<file path="src/rtl/ddr_map_pkg.sv">
package ddr_map_pkg;
    typedef enum logic {ASM_LO, ASM_HI} asm_state_t;
    typedef enum logic {SER_IDLE, SER_UPPER} ser_state_t;
endpackage

</file>
<file path="src/rtl/ddr_pin_unpack.sv">
module ddr_pin_unpack
    import ddr_map_pkg::*;
#(
    parameter int LANE_W = 5
) (
    input  logic                clk,
    input  logic                rst,
    input  logic                fmt_byte,
    input  logic                slow_en,
    input  logic                nib_sync,
    input  logic                pin_vld,
    input  logic [LANE_W-1:0]   pin_rise,
    input  logic [LANE_W-1:0]   pin_fall,
    output logic                wrd_vld,
    output logic [2*LANE_W-1:0] wrd_data,
    output logic                wrd_err
);
    localparam int NIB    = LANE_W - 1;
    localparam int WORD_W = 2 * LANE_W;

    asm_state_t state_q, state_d;

    logic              vld_q, err_q, c1_q, c2_q, perr_q;
    logic [WORD_W-1:0] data_q;
    logic [NIB-1:0]    lo_q;
    logic              edge_diff;
    logic [WORD_W-1:0] code_word, byte_word;

    assign edge_diff = pin_rise[NIB-1:0] != pin_fall[NIB-1:0];
    assign code_word = {pin_fall, pin_rise};
    assign byte_word = {pin_fall[NIB], pin_rise[NIB], pin_fall[NIB-1:0], pin_rise[NIB-1:0]};

    always_comb begin
        state_d = state_q;
        unique case (state_q)
            ASM_LO: if (slow_en && !nib_sync && pin_vld) state_d = ASM_HI;
            ASM_HI: if (!slow_en || nib_sync || pin_vld) state_d = ASM_LO;
        endcase
    end

    always_ff @(posedge clk) begin
        if (rst) state_q <= ASM_LO;
        else     state_q <= state_d;
    end

    always_ff @(posedge clk) begin
        if (rst) begin
            vld_q  <= 1'b0;
            err_q  <= 1'b0;
            data_q <= '0;
            lo_q   <= '0;
            c1_q   <= 1'b0;
            c2_q   <= 1'b0;
            perr_q <= 1'b0;
        end else begin
            vld_q <= 1'b0;
            err_q <= 1'b0;
            if (!slow_en) begin
                if (pin_vld) begin
                    vld_q  <= 1'b1;
                    data_q <= fmt_byte ? byte_word : code_word;
                end
            end else if (pin_vld && !nib_sync) begin
                unique case (state_q)
                    ASM_LO: begin
                        lo_q   <= pin_rise[NIB-1:0];
                        c1_q   <= pin_rise[NIB];
                        c2_q   <= pin_fall[NIB];
                        perr_q <= edge_diff;
                    end
                    ASM_HI: begin
                        vld_q  <= 1'b1;
                        data_q <= {c2_q, c1_q, pin_rise[NIB-1:0], lo_q};
                        err_q  <= perr_q | edge_diff
                                | (pin_rise[NIB] != c1_q) | (pin_fall[NIB] != c2_q);
                    end
                endcase
            end
        end
    end

    assign wrd_vld  = vld_q;
    assign wrd_data = data_q;
    assign wrd_err  = err_q;
endmodule

</file>
<file path="src/rtl/ddr_word_pack.sv">
module ddr_word_pack
    import ddr_map_pkg::*;
#(
    parameter int LANE_W = 5
) (
    input  logic                clk,
    input  logic                rst,
    input  logic                fmt_byte,
    input  logic                slow_en,
    input  logic                wrd_vld,
    input  logic [2*LANE_W-1:0] wrd_data,
    output logic                pin_vld,
    output logic [LANE_W-1:0]   pin_rise,
    output logic [LANE_W-1:0]   pin_fall
);
    localparam int NIB    = LANE_W - 1;
    localparam int WORD_W = 2 * LANE_W;

    ser_state_t state_q, state_d;

    logic              vld_q, c1_q, c2_q;
    logic [LANE_W-1:0] rise_q, fall_q;
    logic [NIB-1:0]    up_q;
    logic              w_c1, w_c2;
    logic [NIB-1:0]    w_lo, w_hi;

    assign w_c1 = wrd_data[WORD_W-2];
    assign w_c2 = wrd_data[WORD_W-1];
    assign w_lo = wrd_data[NIB-1:0];
    assign w_hi = wrd_data[2*NIB-1:NIB];

    always_comb begin
        state_d = state_q;
        unique case (state_q)
            SER_IDLE:  if (slow_en && wrd_vld) state_d = SER_UPPER;
            SER_UPPER: state_d = SER_IDLE;
        endcase
    end

    always_ff @(posedge clk) begin
        if (rst) state_q <= SER_IDLE;
        else     state_q <= state_d;
    end

    always_ff @(posedge clk) begin
        if (rst) begin
            vld_q  <= 1'b0;
            rise_q <= '0;
            fall_q <= '0;
            up_q   <= '0;
            c1_q   <= 1'b0;
            c2_q   <= 1'b0;
        end else begin
            vld_q <= 1'b0;
            unique case (state_q)
                SER_IDLE: begin
                    if (wrd_vld) begin
                        vld_q <= 1'b1;
                        if (slow_en) begin
                            rise_q <= {w_c1, w_lo};
                            fall_q <= {w_c2, w_lo};
                            up_q   <= w_hi;
                            c1_q   <= w_c1;
                            c2_q   <= w_c2;
                        end else if (fmt_byte) begin
                            rise_q <= {w_c1, w_lo};
                            fall_q <= {w_c2, w_hi};
                        end else begin
                            rise_q <= wrd_data[LANE_W-1:0];
                            fall_q <= wrd_data[WORD_W-1:LANE_W];
                        end
                    end
                end
                SER_UPPER: begin
                    vld_q  <= 1'b1;
                    rise_q <= {c1_q, up_q};
                    fall_q <= {c2_q, up_q};
                end
            endcase
        end
    end

    assign pin_vld  = vld_q;
    assign pin_rise = rise_q;
    assign pin_fall = fall_q;
endmodule

</file>
<file path="src/rtl/ddr_lane_mapper.sv">
module ddr_lane_mapper #(
    parameter int LANE_W = 5
) (
    input  logic                clk,
    input  logic                rst,
    input  logic                fmt_byte,
    input  logic                slow_mode,
    input  logic                nib_sync,
    input  logic                pin_i_vld,
    input  logic [LANE_W-1:0]   pin_i_rise,
    input  logic [LANE_W-1:0]   pin_i_fall,
    output logic                wrd_o_vld,
    output logic [2*LANE_W-1:0] wrd_o_data,
    output logic                wrd_o_err,
    input  logic                wrd_i_vld,
    input  logic [2*LANE_W-1:0] wrd_i_data,
    output logic                pin_o_vld,
    output logic [LANE_W-1:0]   pin_o_rise,
    output logic [LANE_W-1:0]   pin_o_fall
);
    logic slow_en;
    assign slow_en = fmt_byte & slow_mode;

    ddr_pin_unpack #(.LANE_W(LANE_W)) unpack_i (
        .clk      (clk),
        .rst      (rst),
        .fmt_byte (fmt_byte),
        .slow_en  (slow_en),
        .nib_sync (nib_sync),
        .pin_vld  (pin_i_vld),
        .pin_rise (pin_i_rise),
        .pin_fall (pin_i_fall),
        .wrd_vld  (wrd_o_vld),
        .wrd_data (wrd_o_data),
        .wrd_err  (wrd_o_err)
    );

    ddr_word_pack #(.LANE_W(LANE_W)) pack_i (
        .clk      (clk),
        .rst      (rst),
        .fmt_byte (fmt_byte),
        .slow_en  (slow_en),
        .wrd_vld  (wrd_i_vld),
        .wrd_data (wrd_i_data),
        .pin_vld  (pin_o_vld),
        .pin_rise (pin_o_rise),
        .pin_fall (pin_o_fall)
    );
endmodule

</file>
<file path="config.mk">
export PLATFORM = sky130hd
export DESIGN_NAME = ddr_lane_mapper
export DESIGN_NICKNAME = d
export VERILOG_FILES = /design/src/rtl/ddr_map_pkg.sv /design/src/rtl/ddr_pin_unpack.sv /design/src/rtl/ddr_word_pack.sv /design/src/rtl/ddr_lane_mapper.sv
export SDC_FILE = /design/constraint.sdc
export NUM_CORES = 1
export LEC_CHECK = 0
export ABC_AREA = 1
export CORE_ASPECT_RATIO = 0.7
export CORE_MARGIN = 2
export CORE_UTILIZATION = 25
export CTS_CLUSTER_SIZE = 12
export DETAILED_ROUTE_END_ITERATION = 12
export SLEW_MARGIN = 25
export SYNTH_ARGS = -nofsm -noshare
export SYNTH_HDL_FRONTEND = slang
export SYNTH_SLANG_ARGS = --single-unit
</file>
<file path="constraint.sdc">
create_clock -name clk -period 1.4 [get_ports clk]
set_input_delay 0.42 -clock clk [delete_from_list [all_inputs] [get_ports clk]]
set_output_delay 0.42 -clock clk [all_outputs]
set_load 0.005 [all_outputs]
</file>
# Word level (Yosys, flattened, before mapping)
# Cells that the tools add are included.
[classes]
n_reduce_logical = 13
mux = 24
eq_ne = 6
bitwise_logic = 8
[op_table]
columns = ["op", "n"]
rows = [
  ["$mux 10", 4],
  ["$mux 5", 4],
  ["$pmux 5 s2", 2],
  ["$mux 9", 1],
  ["$reduce_and 3->1", 3],
  ["$mux 1", 8],
  ["$mux 4", 2],
  ["$ne 2x2->1 const B", 3],
  ["$pmux 1 s2", 3],
  ["$logic_and 1x1->1", 4],
  ["$ne 4x4->1", 1],
  ["$not 1->1", 4],
  ["$reduce_or 4->1", 1],
  ["$or 1x1->1", 3],
  ["$logic_not 1->1", 2],
  ["$logic_or 1x1->1", 2],
  ["$ne 1x1->1", 2],
  ["$reduce_bool 2->1", 1],
  ["$and 1x1->1", 1],
]
[word_totals]
elab_cells = 66
out_inout_bits = 23
ff_bits = 38

# Longest topological paths before layout
[depth]
ltp_word = 6
ltp_mapped = 8

# Modules after synthesis
# From an unflattened synthesis, not the netlist that was laid out.
[hier_totals]
hier_cells = 295
area_unflattened_um2 = 1893.1
[modules_own_cells]
columns = ["mod", "seq_area_each_um2", "area_each_um2", "instances", "cells_per_inst"]
rows = [
  ["ddr_pin_unpack", 400.4, 1048.5, 1, 169],
  ["ddr_word_pack", 360.3, 837.1, 1, 124],
  ["ddr_lane_mapper", 0.0, 7.5, 1, 2],
]

# Least setup slack after synthesis
# No wires, ideal clock.
[synth_path]
path_type = "input to register"
from = "input port slow_mode"
to = "register unpack_i.data_q[0], in the netlist unpack_i.wrd_data[0]"
required_ns = 1.287
cell_stages = 8
setup_slack_ns = 0.184
arrival_time_ns = 1.104
path_cell_list = "nand2_2 > inv_2 > buf_6 > o21ai_1 > nand2_1 > buf_4 > nor2_1 > nor2_1"
[synth_between]
elab_chain_len = 3
[synth_lines]
columns = ["item", "line_no", "text"]
rows = [
  ["start, declared", "ddr_lane_mapper.sv:7", "input logic slow_mode,"],
  ["$and 1x1->1 (*)", "ddr_lane_mapper.sv:22", "assign slow_en = fmt_byte & slow_mode;"],
  ["$ne 2x2->1 (no line) or $reduce_bool 2->1 (tied branches)", "-", ""],
  ["$reduce_and 3->1 (no line)", "-", ""],
  ["end signal, assigned", "ddr_pin_unpack.sv:61", "data_q <= fmt_byte ? byte_word : code_word;"],
  ["end signal, assigned", "ddr_pin_unpack.sv:73", "data_q <= {c2_q, c1_q, pin_rise[NIB-1:0], lo_q};"],
  ["end, declared", "ddr_pin_unpack.sv:24", "logic [WORD_W-1:0] data_q;"],
]
# Every way passes the cells marked *; elsewhere a longest branch is shown, timed or not.
# A chain may end at the register's enable or synchronous reset.

# Worst setup path after layout
[layout_path]
from = "input port pin_i_rise[3]"
to = "register unpack_i.err_q, in the netlist unpack_i.wrd_err"
[layout_between]
elab_chain_len = 4
[layout_lines]
columns = ["item", "line_no", "text"]
rows = [
  ["start, declared", "ddr_lane_mapper.sv:10", "input logic [LANE_W-1:0] pin_i_rise,"],
  ["$ne 4x4->1", "ddr_pin_unpack.sv:29", "assign edge_diff = pin_rise[NIB-1:0] != pin_fall[NIB-1:0];"],
  ["$or 1x1->1", "ddr_pin_unpack.sv:74", "err_q <= perr_q | edge_diff"],
  ["$or 1x1->1 (2 in series)", "ddr_pin_unpack.sv:75", "| (pin_rise[NIB] != c1_q) | (pin_fall[NIB] != c2_q);"],
  ["end signal, assigned", "ddr_pin_unpack.sv:74", ""],
  ["end, declared", "ddr_pin_unpack.sv:23", "logic vld_q, err_q, c1_q, c2_q, perr_q;"],
]
# No other way between the ends.

==> metrics.txt <==
# TYPE chip_impl_metric gauge
chip_impl_metric{name="worst_hold_slack",unit="ns"} 0.4779
chip_impl_metric{name="ys_ff_latch",unit=""} 38
chip_impl_metric{name="detail_route.iter0.violations",unit=""} 131
chip_impl_metric{name="num_antenna_cells",unit=""} 0
chip_impl_metric{name="multiplexer_share_of_the_synthesized_area",unit=""} 0
chip_impl_metric{name="maxClockFrequency",unit="MHz"} 755.8
chip_impl_metric{name="post_synth_num_cell_types",unit=""} 20
chip_impl_metric{name="yosysTopAreaCellShare",unit=""} 0.4048
chip_impl_metric{name="switchingPower",unit="uW"} 688.0
chip_impl_metric{name="synth_simple_gate_area_share",unit=""} 0.3728
chip_impl_metric{name="routed_wire_length",unit="mm"} 5.628
chip_impl_metric{name="worst-r2r-setup-slack",unit="ns"} 0.09
chip_impl_metric{name="worst-endpoint-required",unit="ns"} 1.58
chip_impl_metric{name="worst_r2r_path_depth",unit=""} 7
chip_impl_metric{name="number_of_nets_produced_by_synthesis",unit=""} 332
chip_impl_metric{name="die_area",unit="sq um"} 8238
chip_impl_metric{name="dpl_cell_area",unit="sq um"} 2730
chip_impl_metric{name="die_height",unit="um"} 76.54
chip_impl_info{name="worst_setup_path_end_kind",value="flip-flop"} 1
chip_impl_info{name="timing.critical_path.cells",value="clkdlybuf4s50_1, inv_1, nand2_1, nand2_1, nor2_1, nand2_1, nor2_1, nor2_1"} 1
chip_impl_metric{name="fin_worst_skew",unit="ns"} 0.003562
chip_impl_metric{name="routability_congestion",unit=""} 0.7958
chip_impl_metric{name="report.final.setup_viol",unit=""} 0
chip_impl_metric{name="synth_adder_area_share",unit=""} 0
chip_impl_metric{name="finalHoldViolations",unit=""} 0
chip_impl_metric{name="finalMaxSlewViolations",unit=""} 0
chip_impl_info{name="outcome",value="complete, no violations"} 1
chip_impl_metric{name="sequentialPowerShare",unit=""} 0.469
chip_impl_metric{name="clockBufferDepth",unit=""} 2
chip_impl_metric{name="firstDrtPassIters",unit=""} 4
chip_impl_metric{name="layout_worst_path_cycle_share",unit=""} 0.9451
chip_impl_info{name="cts_tree",value="done"} 1
chip_impl_metric{name="hold-path-cell-count",unit=""} 2
chip_impl_info{name="main_combinational_cell_family_by_area_after_synthesis",value="simple AND/OR/NAND/NOR gates"} 1
chip_impl_metric{name="clock-sinks",unit=""} 38
chip_impl_metric{name="detailedPlacementHpwl",unit="mm"} 4.195
chip_impl_metric{name="h-tree-depth",unit=""} 2
chip_impl_metric{name="area_growth_syn_to_layout",unit="%"} 55.79
chip_impl_metric{name="synth.yosys.seq_area_share",unit=""} 0.4048
chip_impl_info{name="synth_largest_area_cell",value="sky130_fd_sc_hd__dfxtp_1"} 1
chip_impl_metric{name="num_rows",unit=""} 26
chip_impl_metric{name="timing.critical_path.depth",unit=""} 8
chip_impl_metric{name="post-place-cells",unit=""} 478
chip_impl_metric{name="combPwrFrac",unit=""} 0.220
chip_impl_metric{name="max-vdd-ir-drop",unit="V"} 0.0003477
chip_impl_metric{name="critical_path.max_stage_delay",unit="ns"} 0.52
chip_impl_metric{name="critical_path.n_buffers_inverters",unit=""} 2
chip_impl_metric{name="track_usage",unit=""} 0.1409
chip_impl_metric{name="holdBufCountCts",unit=""} 0
chip_impl_metric{name="fp.dieW",unit="um"} 107.6
chip_impl_info{name="yosys-top-cells-area",value="sky130_fd_sc_hd__dfxtp_1, sky130_fd_sc_hd__nand2_1, sky130_fd_sc_hd__nor2_1, sky130_fd_sc_hd__inv_1, sky130_fd_sc_hd__nand3_1"} 1
chip_impl_metric{name="layout-drive-gt1-share",unit=""} 0.1913
chip_impl_metric{name="grt_remaining_overflow",unit=""} 0
chip_impl_metric{name="grt_first_pass_wirelength",unit="mm"} 9.183
chip_impl_metric{name="final_layout_net_count",unit=""} 418
chip_impl_metric{name="routedWlPerCell",unit="um"} 11.49
chip_impl_metric{name="tightestPinTransition",unit="ns"} 0.3026
chip_impl_info{name="commonest_cells_after_routing_fill_and_taps_aside",value="sky130_fd_sc_hd__nand2_1, sky130_fd_sc_hd__nor2_1, sky130_fd_sc_hd__inv_1"} 1
chip_impl_info{name="rsz0062_at_grt",value="false"} 1
chip_impl_metric{name="synth_compound_gate_area_share",unit=""} 0.1019
chip_impl_info{name="crit_family",value="buffers and inverters"} 1
chip_impl_metric{name="final-instance-count-excl-fill",unit=""} 490
chip_impl_metric{name="syn-mean-instance-area",unit="sq um"} 6.162
chip_impl_metric{name="worst_slew_margin_rel",unit=""} 0.7980
chip_impl_info{name="startpoint_type",value="input port"} 1
chip_impl_metric{name="cts_made_buffers",unit=""} 5
chip_impl_metric{name="timing.critical_path.fanout_max",unit=""} 3
chip_impl_metric{name="start_util",unit=""} 0.2579
chip_impl_metric{name="ioPinCount",unit=""} 50
chip_impl_metric{name="via_count_of_the_first_global_routing_pass",unit=""} 1865
chip_impl_metric{name="finalWorstPathRequiredPeriod",unit="ns"} 1.323
chip_impl_metric{name="routed-via-count",unit=""} 2057
chip_impl_metric{name="io_buffers",unit=""} 49
chip_impl_info{name="cts_root_buffer",value="sky130_fd_sc_hd__clkbuf_8"} 1
chip_impl_info{name="hold_path.class",value="reg -> reg"} 1
chip_impl_metric{name="leak",unit="nW"} 1.555
chip_impl_metric{name="postRouteAntennaNets",unit=""} 0
chip_impl_metric{name="ys.warnings.count",unit=""} 0
chip_impl_info{name="crit_type",value="in -> reg"} 1
chip_impl_metric{name="synthXorXnorAreaFrac",unit=""} 0
chip_impl_metric{name="internal_power",unit="mW"} 1.824
chip_impl_metric{name="power.switching_fraction",unit=""} 0.2739
chip_impl_metric{name="clockPowerShare",unit=""} 0.311
chip_impl_metric{name="layout.cell_area.non_filler",unit="sq um"} 2928
chip_impl_metric{name="antenna_found_initial",unit=""} 0
chip_impl_metric{name="max_cap_violations",unit=""} 0
chip_impl_metric{name="arrival_worst_endpoint",unit="ns"} 1.51
chip_impl_metric{name="floorplan.core_area",unit="sq um"} 7287
chip_impl_metric{name="cts.clk_slew.worst_paths",unit="ns"} 0.08
chip_impl_metric{name="synth.cell_area",unit="sq um"} 1879
chip_impl_metric{name="post_drt_via_cell_ratio",unit=""} 4.198
chip_impl_metric{name="grt_start_max_net_pins",unit=""} 15
chip_impl_metric{name="worstSkewPairLatency",unit="ns"} 0.28
chip_impl_metric{name="synth_cells",unit=""} 305
chip_impl_metric{name="drc",unit=""} 0
chip_impl_metric{name="power.density",unit="nW/um^2"} 857.9
chip_impl_info{name="most_frequent_standard_cell_in_the_layout_excluding_fill_and_tap_cells",value="sky130_fd_sc_hd__nand2_1"} 1
chip_impl_info{name="cp_slowest_cell",value="sky130_fd_sc_hd__clkdlybuf4s50_1"} 1
==> logic make-up after synthesis <==
group	count (synthesis)
AO/OA/AOI/OAI	37
buffers and inverters	55
AND/OR/NAND/NOR	175
flip-flops	38
==> worst reg2reg max path, stage by stage, from the launching register on <==
cell                      delay, ns
sky130_fd_sc_hd__dfxtp_1       0.50
sky130_fd_sc_hd__inv_1         0.14
sky130_fd_sc_hd__nand3_2       0.11
sky130_fd_sc_hd__buf_6         0.14
sky130_fd_sc_hd__inv_2         0.06
sky130_fd_sc_hd__buf_4         0.14
sky130_fd_sc_hd__nor2_1        0.08
sky130_fd_sc_hd__nor2_1        0.05
==> what timing repair did <==
action                                 in CTS  in global routing
pin swaps                                   6                  7
cloned                                      2                  1
endpoints found under the hold margin       0                  0
buffers inserted                            0                  1
gates resized for setup                    48                 15
setup endpoints to repair                  48                 22
==> cell usage after synthesis <==
library cell	instances
sky130_fd_sc_hd__nand2_1	91
sky130_fd_sc_hd__o21ai_1	1
sky130_fd_sc_hd__buf_4	2
sky130_fd_sc_hd__buf_6	1
sky130_fd_sc_hd__nor2_2	1
sky130_fd_sc_hd__nand4_1	1
sky130_fd_sc_hd__inv_2	3
sky130_fd_sc_hd__nor2_1	52
sky130_fd_sc_hd__o21ai_0	19
sky130_fd_sc_hd__nand2_2	1
sky130_fd_sc_hd__a21oi_1	14
sky130_fd_sc_hd__clkbuf_1	3
sky130_fd_sc_hd__a21boi_0	1
sky130_fd_sc_hd__a31oi_1	1
sky130_fd_sc_hd__inv_1	40
sky130_fd_sc_hd__nand3_1	29
sky130_fd_sc_hd__a22oi_1	1
sky130_fd_sc_hd__buf_2	4
sky130_fd_sc_hd__dfxtp_1	38
sky130_fd_sc_hd__clkinv_1	2
==> layer usage <==
layer | GRT usage | part of all wire | vias to the layer above
li1 | - | - | 1116
met5 | 0 | 0 | -
met2 | 0.1849 | 0.40 | 65
met4 | 0.02692 | 0.0046 | 0
met1 | 0.2215 | 0.52 | 874
met3 | 0.04277 | 0.079 | 2
==> power by group through the flow <==
stage / registers [mW] / clock network (mW) / logic (mW)
global placement: 1.20 / 0 / 0.545
detailed placement: 1.20 / 0 / 0.548
global route: 1.19 / 0.875 / 0.614
finish: 1.18 / 0.780 / 0.554
floorplan: 1.20 / 0 / 0.235
CTS: 1.18 / 0.821 / 0.534
==> final timing paths <==
path / from / to
max: pin_i_rise[3] / unpack_i.wrd_err
min: pack_i.c2_q / pack_i.c2_q
max reg2reg: unpack_i.state_q / unpack_i.lo_q[0]
min reg2reg: pack_i.c2_q / pack_i.c2_q
==> per-stage QoR <==
stage | setup TNS [ns] | worst slack [ns] | total power, mW | util
final | 0 | 0.07681 | 2.512 | 0.4018
after global routing | 0 | 0.007996 | 2.675 | 0.4018
after CTS | 0 | 0.000006217 | 2.532 | 0.3905
after detailed placement | -11.91 | -0.4942 | 1.749 | 0.3747
after global placement | -11.34 | -0.4467 | 1.744 | 0.3747
after floorplan | 0 | 0.1835 | 1.434 | -
==> state kept, by name, summed over array words and instances, names as in the netlist <==
name / count
pack_i.c1_q: 1
pack_i.state_q: 1
unpack_i.perr_q: 1
pack_i.up_q: 4
pack_i.pin_rise: 5
unpack_i.c1_q: 1
unpack_i.lo_q: 4
pack_i.pin_vld: 1
unpack_i.wrd_err: 1
pack_i.pin_fall: 5
unpack_i.wrd_data: 10
unpack_i.state_q: 1
unpack_i.wrd_vld: 1
pack_i.c2_q: 1
unpack_i.c2_q: 1
==> area by class of cell <==
cell class	instances	area (sq um)
multi-input cells	214	962.2
clock inverters	1	5.005
flip-flops and latches	38	772.0
fillers	793	4359
inverters	45	168.9
clock buffers	7	86.33
repair buffers	87	810.8
well taps	98	122.6
Power figures use the tool's default switching activity.
